<file path="config.mk">
export PLATFORM = sky130hd
export DESIGN_NAME = ciphio_ctrl
export DESIGN_NICKNAME = d
export VERILOG_FILES = /design/src/rtl/ciphio_pkg.sv /design/src/rtl/ciphio_seq.sv /design/src/rtl/ciphio_opregs.sv /design/src/rtl/ciphio_resreg.sv /design/src/rtl/ciphio_ctrl.sv
export SDC_FILE = /design/constraint.sdc
export NUM_CORES = 1
export LEC_CHECK = 0
export ABC_CLOCK_PERIOD_IN_PS = 2400
export BUFFER_PORTS_ARGS = -buffer_cell sky130_fd_sc_hd__buf_2
export CORE_ASPECT_RATIO = 0.6
export CORE_MARGIN = 1
export CORE_UTILIZATION = 30
export CTS_BUF_LIST = sky130_fd_sc_hd__clkbuf_2
export DETAILED_ROUTE_END_ITERATION = 12
export GPL_TIMING_DRIVEN = 0
export PLACE_DENSITY = 0.63
export SYNTH_ARGS = -nofsm -noshare
export SYNTH_HDL_FRONTEND = slang
export SYNTH_SLANG_ARGS = --single-unit
</file>
<file path="constraint.sdc">
create_clock -name clk -period 2.4 [get_ports clk]
set_clock_uncertainty 0.1 [all_clocks]
set_input_delay 0.12 -clock clk [delete_from_list [all_inputs] [get_ports clk]]
set_output_delay 0.12 -clock clk [all_outputs]
set_load 0.01 [all_outputs]
</file>
<file path="src/rtl/ciphio_pkg.sv">
package ciphio_pkg;

    localparam int DATA_W = 32;
    localparam int KEY_W  = 80;
    localparam int TEXT_W = 64;
    localparam int CMD_W  = 4;

    typedef enum logic [CMD_W-1:0] {
        OPC_NOP  = 4'h0,
        OPC_DEC  = 4'h1,
        OPC_KEY0 = 4'h2,
        OPC_KEY1 = 4'h3,
        OPC_KEY2 = 4'h4,
        OPC_KDRV = 4'h5,
        OPC_ENC  = 4'h6,
        OPC_TXT0 = 4'h7,
        OPC_TXT1 = 4'h8,
        OPC_RDLO = 4'h9,
        OPC_RDHI = 4'hA
    } opcode_e;

    typedef enum logic [3:0] {
        ST_IDLE, ST_KEY0, ST_KEY1, ST_KEY2,
        ST_TXT0, ST_TXT1, ST_RUN, ST_OUT0, ST_OUT1
    } state_e;

    typedef enum logic [1:0] {
        MODE_ENC  = 2'b00,
        MODE_DEC  = 2'b01,
        MODE_KDRV = 2'b10,
        MODE_NONE = 2'b11
    } mode_e;

    typedef enum logic [1:0] {
        KIND_NONE, KIND_LOAD, KIND_RUN, KIND_READ
    } kind_e;

    localparam logic [1:0] ISEL_LO  = 2'b00;
    localparam logic [1:0] ISEL_HI  = 2'b01;
    localparam logic [1:0] ISEL_TOP = 2'b10;
    localparam logic [1:0] ISEL_OFF = 2'b11;

    localparam logic [1:0] OCTL_LOAD = 2'b00;
    localparam logic [1:0] OCTL_LO   = 2'b01;
    localparam logic [1:0] OCTL_HI   = 2'b10;
    localparam logic [1:0] OCTL_OFF  = 2'b11;

    typedef struct packed {
        kind_e       kind;
        logic        to_key;
        logic [1:0]  isel;
        state_e      nxt;
        mode_e       mode;
    } op_t;

    function automatic op_t decode_op(input logic [CMD_W-1:0] c);
        op_t o;
        o.kind   = KIND_NONE;
        o.to_key = 1'b0;
        o.isel   = ISEL_OFF;
        o.nxt    = ST_IDLE;
        o.mode   = MODE_NONE;
        case (c)
            OPC_KEY0: begin o.kind = KIND_LOAD; o.to_key = 1'b1; o.isel = ISEL_LO;  o.nxt = ST_KEY0; end
            OPC_KEY1: begin o.kind = KIND_LOAD; o.to_key = 1'b1; o.isel = ISEL_HI;  o.nxt = ST_KEY1; end
            OPC_KEY2: begin o.kind = KIND_LOAD; o.to_key = 1'b1; o.isel = ISEL_TOP; o.nxt = ST_KEY2; end
            OPC_TXT0: begin o.kind = KIND_LOAD; o.isel = ISEL_LO; o.nxt = ST_TXT0; end
            OPC_TXT1: begin o.kind = KIND_LOAD; o.isel = ISEL_HI; o.nxt = ST_TXT1; end
            OPC_ENC:  begin o.kind = KIND_RUN; o.mode = MODE_ENC;  o.nxt = ST_RUN; end
            OPC_DEC:  begin o.kind = KIND_RUN; o.mode = MODE_DEC;  o.nxt = ST_RUN; end
            OPC_KDRV: begin o.kind = KIND_RUN; o.mode = MODE_KDRV; o.nxt = ST_RUN; end
            OPC_RDLO: begin o.kind = KIND_READ; o.nxt = ST_OUT0; end
            OPC_RDHI: begin o.kind = KIND_READ; o.nxt = ST_OUT1; end
            default:  o.kind = KIND_NONE;
        endcase
        return o;
    endfunction

endpackage

</file>
<file path="src/rtl/ciphio_seq.sv">
module ciphio_seq
    import ciphio_pkg::*;
#(
    parameter int CW = CMD_W
) (
    input  logic          clk,
    input  logic          rst,
    input  logic [CW-1:0] cmd,
    input  logic          core_done,
    output logic          ready,
    output logic [1:0]    in_sel,
    output logic          ld_key,
    output logic          ld_text,
    output logic [1:0]    out_ctl,
    output logic          key_upd,
    output logic          core_start,
    output logic [1:0]    core_mode
);

    state_e state_q, state_d;
    logic   start_q;
    mode_e  mode_q;
    op_t    op;
    logic   idle;
    logic   capture;

    assign op   = decode_op(cmd);
    assign idle = (state_q == ST_IDLE);

    always_comb begin
        state_d = state_q;
        case (state_q)
            ST_IDLE: state_d = op.nxt;
            ST_RUN:  if (capture) state_d = ST_IDLE;
            default: state_d = ST_IDLE;
        endcase
    end

    assign capture = (state_q == ST_RUN) && core_done && !start_q;

    always_ff @(posedge clk) begin
        if (rst) begin
            state_q <= ST_IDLE;
            start_q <= 1'b0;
            mode_q  <= MODE_NONE;
        end else begin
            state_q <= state_d;
            start_q <= idle && (op.kind == KIND_RUN);
            if (idle && (op.kind == KIND_RUN))
                mode_q <= op.mode;
        end
    end

    always_comb begin
        in_sel  = ISEL_OFF;
        ld_key  = 1'b0;
        ld_text = 1'b0;
        if (idle && op.kind == KIND_LOAD) begin
            in_sel  = op.isel;
            ld_key  = op.to_key;
            ld_text = !op.to_key;
        end
    end

    always_comb begin
        out_ctl = OCTL_OFF;
        if (capture && mode_q != MODE_KDRV)
            out_ctl = OCTL_LOAD;
        else if (state_q == ST_OUT0)
            out_ctl = OCTL_LO;
        else if (state_q == ST_OUT1)
            out_ctl = OCTL_HI;
    end

    assign key_upd    = capture && (mode_q == MODE_KDRV);
    assign ready      = idle;
    assign core_start = start_q;
    assign core_mode  = mode_q;

    p_start_pulse_r5: assert property (@(posedge clk) disable iff (rst)
        core_start |=> !core_start);

    p_start_in_run_r5: assert property (@(posedge clk) disable iff (rst)
        core_start |-> (state_q == ST_RUN));

    p_short_visit_r4: assert property (@(posedge clk) disable iff (rst)
        (!idle && state_q != ST_RUN) |=> idle);

    p_run_hold_r8: assert property (@(posedge clk) disable iff (rst)
        (state_q == ST_RUN && !core_done) |=> (state_q == ST_RUN));

endmodule

</file>
<file path="src/rtl/ciphio_opregs.sv">
module ciphio_opregs
    import ciphio_pkg::*;
#(
    parameter int DW = DATA_W,
    parameter int KW = KEY_W,
    parameter int TW = TEXT_W
) (
    input  logic          clk,
    input  logic          rst,
    input  logic [DW-1:0] data_in,
    input  logic [1:0]    in_sel,
    input  logic          ld_key,
    input  logic          ld_text,
    input  logic          key_upd,
    input  logic [KW-1:0] key_next,
    output logic [KW-1:0] key_q,
    output logic [TW-1:0] text_q
);

    localparam int KEY_WORDS  = (KW + DW - 1) / DW;
    localparam int TEXT_WORDS = (TW + DW - 1) / DW;

    logic [KW-1:0] key_d;
    logic [TW-1:0] text_d;

    always_comb begin
        key_d = key_q;
        if (key_upd) begin
            key_d = key_next;
        end else if (ld_key) begin
            for (int b = 0; b < KW; b++)
                if ((b / DW) == int'(in_sel) && (b / DW) < KEY_WORDS)
                    key_d[b] = data_in[b % DW];
        end
    end

    always_comb begin
        text_d = text_q;
        if (ld_text) begin
            for (int b = 0; b < TW; b++)
                if ((b / DW) == int'(in_sel) && (b / DW) < TEXT_WORDS)
                    text_d[b] = data_in[b % DW];
        end
    end

    always_ff @(posedge clk) begin
        if (rst) begin
            key_q  <= '0;
            text_q <= '0;
        end else begin
            key_q  <= key_d;
            text_q <= text_d;
        end
    end

    p_key_hold_r2: assert property (@(posedge clk) disable iff (rst)
        (!ld_key && !key_upd) |=> $stable(key_q));

    p_text_hold_r3: assert property (@(posedge clk) disable iff (rst)
        (!ld_text) |=> $stable(text_q));

endmodule

</file>
<file path="src/rtl/ciphio_resreg.sv">
module ciphio_resreg
    import ciphio_pkg::*;
#(
    parameter int DW = DATA_W,
    parameter int TW = TEXT_W
) (
    input  logic          clk,
    input  logic          rst,
    input  logic [1:0]    out_ctl,
    input  logic [TW-1:0] result_in,
    output logic [DW-1:0] data_out
);

    logic [TW-1:0] res_q;

    always_ff @(posedge clk) begin
        if (rst)
            res_q <= '0;
        else if (out_ctl == OCTL_LOAD)
            res_q <= result_in;
    end

    always_comb begin
        case (out_ctl)
            OCTL_LO: data_out = res_q[DW-1:0];
            OCTL_HI: data_out = res_q[2*DW-1:DW];
            default: data_out = '0;
        endcase
    end

    p_res_hold_r7: assert property (@(posedge clk) disable iff (rst)
        (out_ctl != OCTL_LOAD) |=> $stable(res_q));

    p_out_quiet_r10: assert property (@(posedge clk) disable iff (rst)
        (out_ctl == OCTL_OFF || out_ctl == OCTL_LOAD) |-> (data_out == '0));

endmodule

</file>
<file path="src/rtl/ciphio_ctrl.sv">
module ciphio_ctrl
    import ciphio_pkg::*;
#(
    parameter int DW = DATA_W,
    parameter int KW = KEY_W,
    parameter int TW = TEXT_W,
    parameter int CW = CMD_W
) (
    input  logic          clk,
    input  logic          rst,
    input  logic [CW-1:0] cmd,
    input  logic [DW-1:0] data_in,
    output logic [DW-1:0] data_out,
    output logic          ready,
    output logic [1:0]    in_sel,
    output logic [1:0]    out_ctl,
    output logic          core_start,
    output logic [1:0]    core_mode,
    output logic [KW-1:0] core_key,
    output logic [TW-1:0] core_text,
    input  logic          core_done,
    input  logic [TW-1:0] core_result,
    input  logic [KW-1:0] core_key_next
);

    logic ld_key, ld_text, key_upd;

    ciphio_seq #(.CW(CW)) u_seq (
        .clk(clk), .rst(rst), .cmd(cmd), .core_done(core_done),
        .ready(ready), .in_sel(in_sel), .ld_key(ld_key), .ld_text(ld_text),
        .out_ctl(out_ctl), .key_upd(key_upd),
        .core_start(core_start), .core_mode(core_mode)
    );

    ciphio_opregs #(.DW(DW), .KW(KW), .TW(TW)) u_opregs (
        .clk(clk), .rst(rst), .data_in(data_in), .in_sel(in_sel),
        .ld_key(ld_key), .ld_text(ld_text), .key_upd(key_upd),
        .key_next(core_key_next), .key_q(core_key), .text_q(core_text)
    );

    ciphio_resreg #(.DW(DW), .TW(TW)) u_resreg (
        .clk(clk), .rst(rst), .out_ctl(out_ctl),
        .result_in(core_result), .data_out(data_out)
    );

    p_busy_key_r8: assert property (@(posedge clk) disable iff (rst)
        (!ready && !core_done) |=> $stable(core_key));

endmodule

</file>
==> flow_summary_export.csv, run 1 <==
group,metric,value,unit
setup_path,crit_path_end_kind,"output port",
sta,slew_violations,0,
floorplan,die_area,33330,um^2
final_layout,final_area,16960,um^2
placed_design,port_buffers,362,
logic_synthesis,netlist-cell-type-count,43,
logic_synthesis,syn-instance-count,1112,
clock_tree,cts_sinks,215,
run_status,violations,"negative setup slack",
global_route,first_global_vias,13060,
floorplan,die_width,235.0,um
logic_synthesis,yosys_register_bits,215,
setup_path,regToRegStartpoint,"u_seq.core_mode[0]",
sta,fmax,318.3,MHz
hold_path,min_from,"core_key_next[65]",
logic_synthesis,yosys-top-cells-area,"dfxtp_1 44%, mux2i_1 10%, a311oi_1 7.2%",
detailed_routing,drt_iter0_drc,1142,
placed_design,finalWeightedCongestion,0.9156,
final_layout,area_growth,73.51,%
global_route,grt-ovfl-total,0,
detailed_routing,drtAntennaViolNets,0,
detailed_routing,route.detailed.drc,0,
logic_synthesis,synth-edff-count,0,
sta,relSlewSlack,35.83,%
global_route,grt_max_degree,15,
setup_path,r2r_slack,-0.16,ns
detailed_routing,vias_per_cell,5.466,
logic_synthesis,synth_top_cell_by_area,"dfxtp_1",
detailed_routing,routed-via-count,12960,
logic_synthesis,async_flop_share,0,%
clock_tree,cts_max_path_buffers,3,
clock_tree,clk_pin_slew,0.12,ns
sta,rsz0062_at_grt,"true",
floorplan,die_h,141.8,um
setup_path,reg2reg_depth,4,
setup_path,worstPathMaxFanout,10,
logic_synthesis,synth.top_cell.area_share,44.04,%
sta,fin_ws,-0.7413,ns
logic_synthesis,avgSynthCellArea,8.789,um^2
pwr,p_leak,0.006631,uW
placed_design,place_hpwl,33.11,mm
final_layout,drive_gt1_share,28.82,%
setup_path,arrival,2.92,ns
floorplan,fp.coreArea,31590,um^2
clock_tree,numCtsBuffers,56,
hold_path,hold_path_class,"in -> reg",
floorplan,ios,367,
sta,period_needed,3.141,ns
pwr,irDropWorstVdd,0.2195,mV
placed_design,placed_cell_area,12120,um^2
hold_path,min_delay_path_depth,4,
global_route,grt_usage,30.45,%
logic_synthesis,synth-seq-area-share,44.04,%
clock_tree,htreeDepth,2,
clock_tree,clk_latency,0.88,ns
setup_path,start_kind,"flip-flop",
sta,final.setup.tns,-25.65,ns
global_route,antenna_found_initial,7,
detailed_routing,post_drt_wl_per_cell,22.32,um
logic_synthesis,synth_ff_type,"dfxtp_1",
logic_synthesis,syn_nets,1298,
logic_synthesis,synth_area,9773,um^2
clock_tree,cts_root_buffer,"clkbuf_2",
run_status,outcome,"finished with violations",
detailed_routing,totalWireLength,52.93,mm
final_layout,nFillCells,2798,
final_layout,fin_nets,2099,
detailed_routing,first_pass_iters,7,
sta,hold_viol_final,0,
floorplan,start_util,30.93,%
setup_path,worstPathRequired,2.18,ns
clock_tree,cts_tree,"done",
sta,setup_viol,102,
pwr,powerDensity,476.5,nW/um^2
logic_synthesis,yosysWarningCount,0,
setup_path,critical_path_class,"reg -> out",
hold_path,hold_path_end,"u_opregs.key_q[65]",
setup_path,r2r-end,"u_opregs.key_q[67]",
global_route,grt_pass1_wl,77.37,mm
sta,worst_pin_slew,0.9601,ns
floorplan,std_cell_rows,50,
flow_run,drv_cap,0,
pwr,fin_total_pwr,8080,uW
sta,fin_crit_sh,130.9,%
==> where the power goes <==
| group | switching (uW) | leakage, uW | total, uW | internal, uW |
|---|---|---|---|---|
| Combinational | 891 | 0.00451 | 1710 | 821 |
| Sequential | 37.6 | 0.00174 | 3660 | 3630 |
| Clock | 1700 | 0.000378 | 2700 | 1000 |
| Total | 2630 | 0.00663 | 8080 | 5450 |
==> placed cells by master (no fill, tap or decap), drive strengths merged, types with 67 or more instances in the layout <==
| cell type | count |
|---|---|
| a311oi | 80 |
| nor3 | 85 |
| o21ai | 114 |
| nand3 | 113 |
| nor2 | 69 |
| dfxtp | 215 |
| dlygate4sd3 | 362 |
| clkbuf | 170 |
| mux2i | 98 |
| buf | 420 |
| nand2b | 67 |
==> critical path: stages (launching register included) <==
cell and delay, ns:
dfxtp_2 0.34, nand4bb_4 0.23, buf_8 0.14, nor3_4 0.26, a21o_1 0.21, buf_6 0.13
ha_4 0.23, buf_8 0.16, nor2b_1 0.17, buf_2 0.17
==> cell usage after synthesis (all sizes together), types with 2 or more instances <==
library cell and instances:
nand2b 67, a22oi 32, a21oi 37, nor4b 3
nor2 69, a311oi 80, dfxtp 215, nand4bb 3
a21o 2, o21ai 114, nand3 113, xnor2 2
buf 30, or4b 3, ha 3, nor2b 35
nor3 85, a211oi 3, mux2i 98, inv 4
clkbuf 98, nor4 2
==> layer usage <==
| layer | vias to the layer above | part of all wire, % | global-route usage (%) |
|---|---|---|---|
| met5 | - | 0.049 | 0 |
| met4 | 4 | 4.8 | 15.37 |
| met3 | 223 | 9.1 | 7.821 |
| met2 | 835 | 45 | 47.81 |
| met1 | 6197 | 41 | 38.84 |
| li1 | 5702 | - | - |
==> flip-flops by register name, indices dropped and copies added (netlist names) <==
name	flops
u_seq.core_start	1
u_seq.core_mode	2
u_seq.state_q	4
u_resreg.res_q	64
u_opregs.key_q	80
u_opregs.text_q	64
==> metrics by stage <==
| step | setup WS, ns | hold slack [ns] | std cells | utilization, % |
|---|---|---|---|---|
| floorplan | -0.004948 | 0.1672 | 1112 | - |
| global placement | -0.9334 | 0.2559 | 1890 | 38.35 |
| detailed placement | -0.9840 | 0.2635 | 1890 | 38.37 |
| CTS | -0.7332 | 0.001160 | 2361 | 53.00 |
| global route | -0.9252 | 0.003084 | 2370 | 53.67 |
| finish | -0.7413 | 0.08249 | 2371 | 53.68 |
==> worst max-delay path by stage <==
stage,depth (start not counted),endpoint,from,slack (ns)
final,9,data_out[19],u_seq.state_q[0],-0.74
after global routing,9,data_out[19],u_seq.state_q[0],-0.93
after CTS,9,data_out[4],u_seq.state_q[0],-0.73
after detailed placement,9,data_out[21],u_seq.state_q[3],-0.98
after global placement,9,data_out[21],u_seq.state_q[0],-0.93
after floorplan,9,u_resreg.res_q[0],u_seq.state_q[3],-0.005
==> kinds of logic (layout without fill, tap and decap cells) <==
kind of cell | Yosys count | count (layout) | synth area share (%)
other | 0 | 5 | 0
adder cells (fa/ha/maj) | 3 | 3 | 0.3841
AND/OR/NAND/NOR | 389 | 389 | 21.37
AO/OA/AOI/OAI | 273 | 273 | 18.13
multiplexers | 98 | 98 | 10.04
flip-flops | 215 | 215 | 44.04
buffers and inverters | 132 | 970 | 5.863
XOR/XNOR | 2 | 2 | 0.1793
==> timing repair <==
item | in CTS | in global routing
setup buffers | 15 | 8
endpoints found under the setup margin | 183 | 179
gates resized for setup | 92 | 60
endpoints found under the hold margin | 215 | 0
hold buffers | 362 | 0
cloned | 2 | 0
pin swaps | 16 | 7
==> cell type report <==
type / count / area (um^2) / share of cell area (%)
plain buffers: 123 / 732.0 / 4.316
diodes: 5 / 12.51 / 0.07378
multi-input cells: 765 / 5150 / 30.37
flip-flops and latches: 215 / 4312 / 25.43
repair buffers: 748 / 5722 / 33.74
well taps: 416 / 520.5 / 3.069
clock inverters: 14 / 81.33 / 0.4796
inverters: 4 / 22.52 / 0.1328
clock buffers: 81 / 405.4 / 2.391
Note: power is estimated with default switching activity, not from simulation.
==> run 2: changes to the inputs <==
--- a/config.mk
+++ b/config.mk
@@ -5,7 +5,7 @@
 export SDC_FILE = /design/constraint.sdc
 export NUM_CORES = 1
 export LEC_CHECK = 0
-export ABC_CLOCK_PERIOD_IN_PS = 2400
+export ABC_CLOCK_PERIOD_IN_PS = 3900
 export BUFFER_PORTS_ARGS = -buffer_cell sky130_fd_sc_hd__buf_2
 export CORE_ASPECT_RATIO = 0.6
 export CORE_MARGIN = 1
@@ -13,7 +13,7 @@
 export CTS_BUF_LIST = sky130_fd_sc_hd__clkbuf_2
 export DETAILED_ROUTE_END_ITERATION = 12
 export GPL_TIMING_DRIVEN = 0
-export PLACE_DENSITY = 0.63
+export PLACE_DENSITY = 0.61
 export SYNTH_ARGS = -nofsm -noshare
 export SYNTH_HDL_FRONTEND = slang
 export SYNTH_SLANG_ARGS = --single-unit
==> constraint.sdc (replaced) <==
create_clock -name clk -period 3.9 [get_ports clk]
set_clock_uncertainty 0.1 [all_clocks]
set_input_delay 0.195 -clock clk [delete_from_list [all_inputs] [get_ports clk]]
set_output_delay 0.195 -clock clk [all_outputs]
set_load 0.01 [all_outputs]
==> run 2 against run 1 <==
The flow now finishes without violations. Utilization shrank 3.6 points. Critical path depth is the same. Non-clock buffer count shrank 55. Count of clock-buffer cells in the layout shrank 3. Worst hold slack gained 0.017 ns. Register-to-register slack gained 0.54 ns. Critical endpoint is now data_out[24].
==> flow_summary_export.csv, run 2 (synthesis gave the netlist of run 1 again) <==
group,metric,value,unit
sta,period_needed,3.713,ns
setup_path,startpoint,"u_seq.state_q[0]",
placed_design,port_buffers,362,
clock_tree,post_cts_buffers,0,
floorplan,die_h,141.8,um
global_route,grt_max_degree,15,
sta,final.setup.tns,0,ns
floorplan,fp.coreArea,31590,um^2
clock_tree,clk_latency,0.91,ns
setup_path,start_kind,"flip-flop",
sta,rsz0062_at_grt,"false",
run_status,outcome,"finished clean",
detailed_routing,route.detailed.drc,0,
floorplan,ios,367,
sta,fin_crit_sh,95.21,%
setup_path,worstPathRequired,3.61,ns
floorplan,std_cell_rows,50,
clock_tree,numCtsBuffers,55,
sta,worst_pin_slew,0.8837,ns
setup_path,arrival,3.42,ns
detailed_routing,drtAntennaViolNets,0,
hold_path,hold_path_class,"in -> reg",
hold_path,min_from,"data_in[28]",
clock_tree,cts_sinks,215,
flow_run,drv_cap,0,
final_layout,fin_nets,2043,
final_layout,largest_register,"u_opregs.key_q",
setup_path,worstPathMaxFanout,10,
sta,relSlewSlack,41.09,%
sta,fmax,269.3,MHz
final_layout,reg_top3,"u_opregs.key_q x80, u_opregs.text_q x64, u_resreg.res_q x64",
clock_tree,cts_max_path_buffers,3,
sta,fin_hold_ws,0.09926,ns
detailed_routing,routed-via-count,12500,
final_layout,fin_util,50.08,%
sta,hold_viol_final,0,
global_route,grt_pass1_wl,72.96,mm
final_layout,layout_common_cells,"375 x buf_2, 325 x dlygate4sd3_1, 215 x dfxtp_1",
final_layout,largest_reg_flops,80,
clock_tree,cts_root_buffer,"clkbuf_2",
final_layout,drive_gt1_share,25.57,%
placed_design,finalWeightedCongestion,0.9089,
final_layout,final_common_cell,"buf_2",
global_route,first_global_vias,12470,
detailed_routing,first_pass_iters,5,
detailed_routing,post_drt_wl_per_cell,21.47,um
pwr,irDropWorstVdd,0.1882,mV
pwr,powerDensity,297.7,nW/um^2
final_layout,nFillCells,2933,
floorplan,start_util,30.93,%
setup_path,regToRegStartpoint,"u_seq.state_q[0]",
floorplan,die_width,235.0,um
detailed_routing,drt_iter0_drc,1140,
detailed_routing,vias_per_cell,5.427,
clock_tree,htreeDepth,2,
clock_tree,clk_pin_slew,0.13,ns
setup_path,critical_path_class,"reg -> out",
clock_tree,cts_tree,"done",
sta,setup_viol,0,
global_route,grt_usage,28.63,%
setup_path,crit_path_end_kind,"output port",
sta,slew_violations,0,
floorplan,die_area,33330,um^2
detailed_routing,totalWireLength,49.48,mm
global_route,grt-ovfl-total,0,
placed_design,place_hpwl,33.23,mm
final_layout,area_growth,61.90,%
global_route,antenna_found_initial,3,
pwr,p_leak,0.006281,uW
run 2: final timing paths:
| kind | endpoint | slack, ns | cells past startpoint |
|---|---|---|---|
| max | data_out[24] | 0.19 | 9 |
| max reg2reg | u_resreg.res_q[51] | 0.38 | 9 |
| min | u_opregs.key_q[60] | 0.1 | 4 |
| min reg2reg | u_opregs.text_q[3] | 0.37 | 2 |
run 2: per-layer routing:
layer	part of all wire, %	vias up	global-route usage, %
li1	-	5593	-
met1	42	6008	36.86
met2	44	740	44.18
met3	10	162	8.035
met4	4.0	0	13.95
met5	0	-	0
run 2: area by class of cell:
type	instances	area [um^2]	area share [%]
clock inverters	7	32.53	0.2056
diodes	3	7.507	0.04745
multi-input cells	765	4913	31.05
inverters	4	15.01	0.09489
flip-flops and latches	215	4304	27.20
well taps	416	520.5	3.290
plain buffers	128	566.8	3.582
clock buffers	78	390.4	2.467
repair buffers	688	5072	32.06
run 2: stage by stage:
step | setup slack (ns) | std cells | area [um^2] | total power (uW)
5_1_grt | 0.002265 | 2302 | 15820 | 4891
6_report | 0.1869 | 2304 | 15820 | 4711
4_1_cts | 0.1103 | 2301 | 15810 | 4709
3_5_place_dp | 0.4127 | 1891 | 12120 | 2953
2_1_floorplan | 1.284 | 1112 | 9773 | 2616
3_3_place_gp | 0.4614 | 1890 | 12110 | 2944
run 2: timing repair:
item	CTS	global route
resized for setup	8	3
endpoints found under the setup margin	30	16
hold buffers	325	0
endpoints found under the hold margin	215	0
run 2: worst max-delay path, cell delays in order, from the launching register on:
cell	delay [ns]
dfxtp_1	0.36
nand4bb_1	0.21
clkbuf_2	0.34
nor3_4	0.34
a21o_1	0.17
ha_1	0.30
clkbuf_2	0.33
a22oi_1	0.15
nor2b_1	0.15
buf_2	0.15
run 2: power by group:
part / internal (uW) / switching (uW)
clock network: 524 / 1000
logic: 415 / 514
registers: 2230 / 21.7
==> run 3: changes to the inputs <==
--- a/config.mk
+++ b/config.mk
@@ -13,6 +13,7 @@
 export CTS_BUF_LIST = sky130_fd_sc_hd__clkbuf_2
 export DETAILED_ROUTE_END_ITERATION = 12
 export GPL_TIMING_DRIVEN = 0
+export MAX_ROUTING_LAYER = met4
 export PLACE_DENSITY = 0.61
 export SYNTH_ARGS = -nofsm -noshare
 export SYNTH_HDL_FRONTEND = slang
==> run 3 against run 2 <==
Sequential power is essentially flat. Combinational power is 2% lower. Non-clock buffer count shrank 9. Worst setup slack improved by 0.080 ns. Power up 0.21%. Via count is 0.28% higher. Cell count stayed put. Sequential cell count stayed put. Die area did not move. Critical path depth did not move. Wire length shrank 1.3%. Critical path type unchanged. Critical endpoint is now data_out[31].
==> flow_summary_export.csv, run 3 (synthesis gave the netlist of run 1 again) <==
group,metric,value,unit
run_status,outcome,"finished clean",
setup_path,reg2reg_depth,9,
placed_design,placed_cell_area,12110,um^2
placed_design,place_inst,1890,
floorplan,start_util,30.93,%
clock_tree,clk_latency,0.90,ns
setup_path,start_kind,"flip-flop",
detailed_routing,wl_met3,4.633,mm
setup_path,critical_path_class,"reg -> out",
sta,worst_pin_slew,1.019,ns
clock_tree,numCtsBuffers,54,
clock_tree,cts_max_path_buffers,3,
sta,final.setup.tns,0,ns
sta,fin_ws,0.2671,ns
sta,rsz0062_at_grt,"false",
pwr,powerDensity,299.4,nW/um^2
sta,fin_hold_ws,0.09375,ns
detailed_routing,first_pass_iters,5,
setup_path,worstPathMaxFanout,10,
final_layout,drive_gt1_share,25.64,%
floorplan,ios,367,
floorplan,die_h,141.8,um
sta,slew_violations,0,
setup_path,worstPathRequired,3.61,ns
detailed_routing,route.detailed.drc,0,
sta,period_needed,3.633,ns
detailed_routing,topRoutingLayerUsed,"met4",
floorplan,std_cell_rows,50,
final_layout,layout_common_cells,"374 x buf_2, 317 x dlygate4sd3_1, 215 x dfxtp_1",
detailed_routing,drtAntennaViolNets,0,
global_route,grt_max_degree,15,
clock_tree,htreeDepth,2,
global_route,grt-ovfl-total,0,
detailed_routing,totalWireLength,48.86,mm
sta,hold_viol_final,0,
clock_tree,clk_pin_slew,0.09,ns
detailed_routing,vias_per_cell,5.442,
setup_path,r2r-end,"u_resreg.res_q[51]",
global_route,grt_pass1_wl,71.64,mm
setup_path,arrival,3.34,ns
final_layout,instances_no_fill,2304,
clock_tree,cts_tree,"done",
final_layout,largest_reg_flops,80,
detailed_routing,drt-met1-wl,20.79,mm
sta,relSlewSlack,31.86,%
final_layout,reg_top3,"u_opregs.key_q x80, u_opregs.text_q x64, u_resreg.res_q x64",
sta,fin_crit_sh,93.15,%
flow_run,drv_cap,0,
hold_path,min_from,"core_result[34]",
placed_design,dp_worst_setup_slack,0.4459,ns
hold_path,hold_path_class,"in -> reg",
floorplan,die_width,235.0,um
final_layout,final_area,15770,um^2
global_route,first_global_vias,12070,
detailed_routing,drt_iter0_drc,1176,
clock_tree,post_cts_buffers,0,
final_layout,largest_register,"u_opregs.key_q",
clock_tree,cts_root_buffer,"clkbuf_2",
setup_path,path_common_cell,"clkbuf_2",
detailed_routing,routed-via-count,12540,
placed_design,place_hpwl,32.99,mm
setup_path,r2r_slack,0.45,ns
floorplan,die_area,33330,um^2
final_layout,fin_nets,2033,
setup_path,crit_slowest_cell,"dfxtp_1",
sta,setup_viol,0,
hold_path,min_delay_path_depth,4,
detailed_routing,dr_wl_met2,21.37,mm
final_layout,final_common_cell,"buf_2",
pwr,irDropWorstVdd,0.1679,mV
placed_design,port_buffers,362,
floorplan,fp.coreArea,31590,um^2
placed_design,finalWeightedCongestion,0.9286,
sta,fmax,275.3,MHz
global_route,antenna_found_initial,5,
hold_path,hold_path_end,"u_resreg.res_q[34]",
pwr,p_leak,0.006235,uW
setup_path,slowest_delay,0.35,ns
global_route,grt_usage,28.81,%
clock_tree,cts_sinks,215,
detailed_routing,post_drt_wl_per_cell,21.21,um
setup_path,regToRegStartpoint,"u_seq.state_q[3]",
setup_path,crit_path_cell_trace,"nand4bb_1, clkbuf_2, nor3_4, a21o_1, ha_1, clkbuf_2, a22oi_1, nor2b_1, buf_2",
setup_path,crit_path_end_kind,"output port",
final_layout,area_growth,61.35,%
run 3: cell count changes in the layout (fill, tap and decap cells not counted), sizes merged:
cell / change
inv: +1
clkbuf: -1
buf: -2
dlygate4sd3: -8
clkinv: +9
diode: +1
run 3: through the flow:
| stage | power [uW] | utilization [%] |
|---|---|---|
| 6_report | 4721 | 49.91 |
| 5_1_grt | 4913 | 49.91 |
| 4_1_cts | 4715 | 49.85 |
| 3_5_place_dp | 2950 | 38.34 |
| 3_3_place_gp | 2944 | 38.32 |
| 2_1_floorplan | 2616 | - |
run 3: cell type report:
cell class                 count  area [um^2]
antenna                        4        10.01
buffer                       128        566.8
clock buffer                  76        380.4
clock inverter                17        73.82
fill                        2996        15820
inverter                       4        15.01
multi-input combinational    765         4913
sequential                   215         4304
tap                          416        520.5
timing repair buffer         679         4985
run 3: per-layer routing:
| layer | vias up | GRT usage, % |
|---|---|---|
| met2 | 746 | 43.10 |
| li1 | 5575 | - |
| met5 | - | - |
| met3 | 176 | 7.237 |
| met4 | 0 | 12.40 |
| met1 | 6041 | 36.81 |
run 3: timing repair:
item,4_1_cts,5_1_grt
resized for setup,7,3
endpoints found under the hold margin,215,0
endpoints found under the setup margin,30,30
cloned,0,0
hold buffers,317,0
run 3: worst max path at each step:
stage,start,end,slack (ns)
2_1_floorplan,u_seq.state_q[3],u_resreg.res_q[0],1.28
3_3_place_gp,u_seq.state_q[3],u_resreg.res_q[53],0.46
3_5_place_dp,u_seq.state_q[3],u_resreg.res_q[57],0.45
4_1_cts,u_seq.state_q[3],data_out[2],0.03
5_1_grt,u_seq.state_q[3],data_out[31],0.05
6_report,u_seq.state_q[3],data_out[31],0.27
run 3: where the power goes:
part           switching (uW)  internal, uW
clock network            1030           527
logic                     509           405
registers                22.2          2230
run 3: critical path: cells and delay by family (launching register included):
family	cells	cell delay [ns]
AND/OR/NAND/NOR	3	0.70
flip-flops	1	0.35
buffers and inverters	3	0.78
adder cells (fa/ha/maj)	1	0.30
AO/OA/AOI/OAI	2	0.30
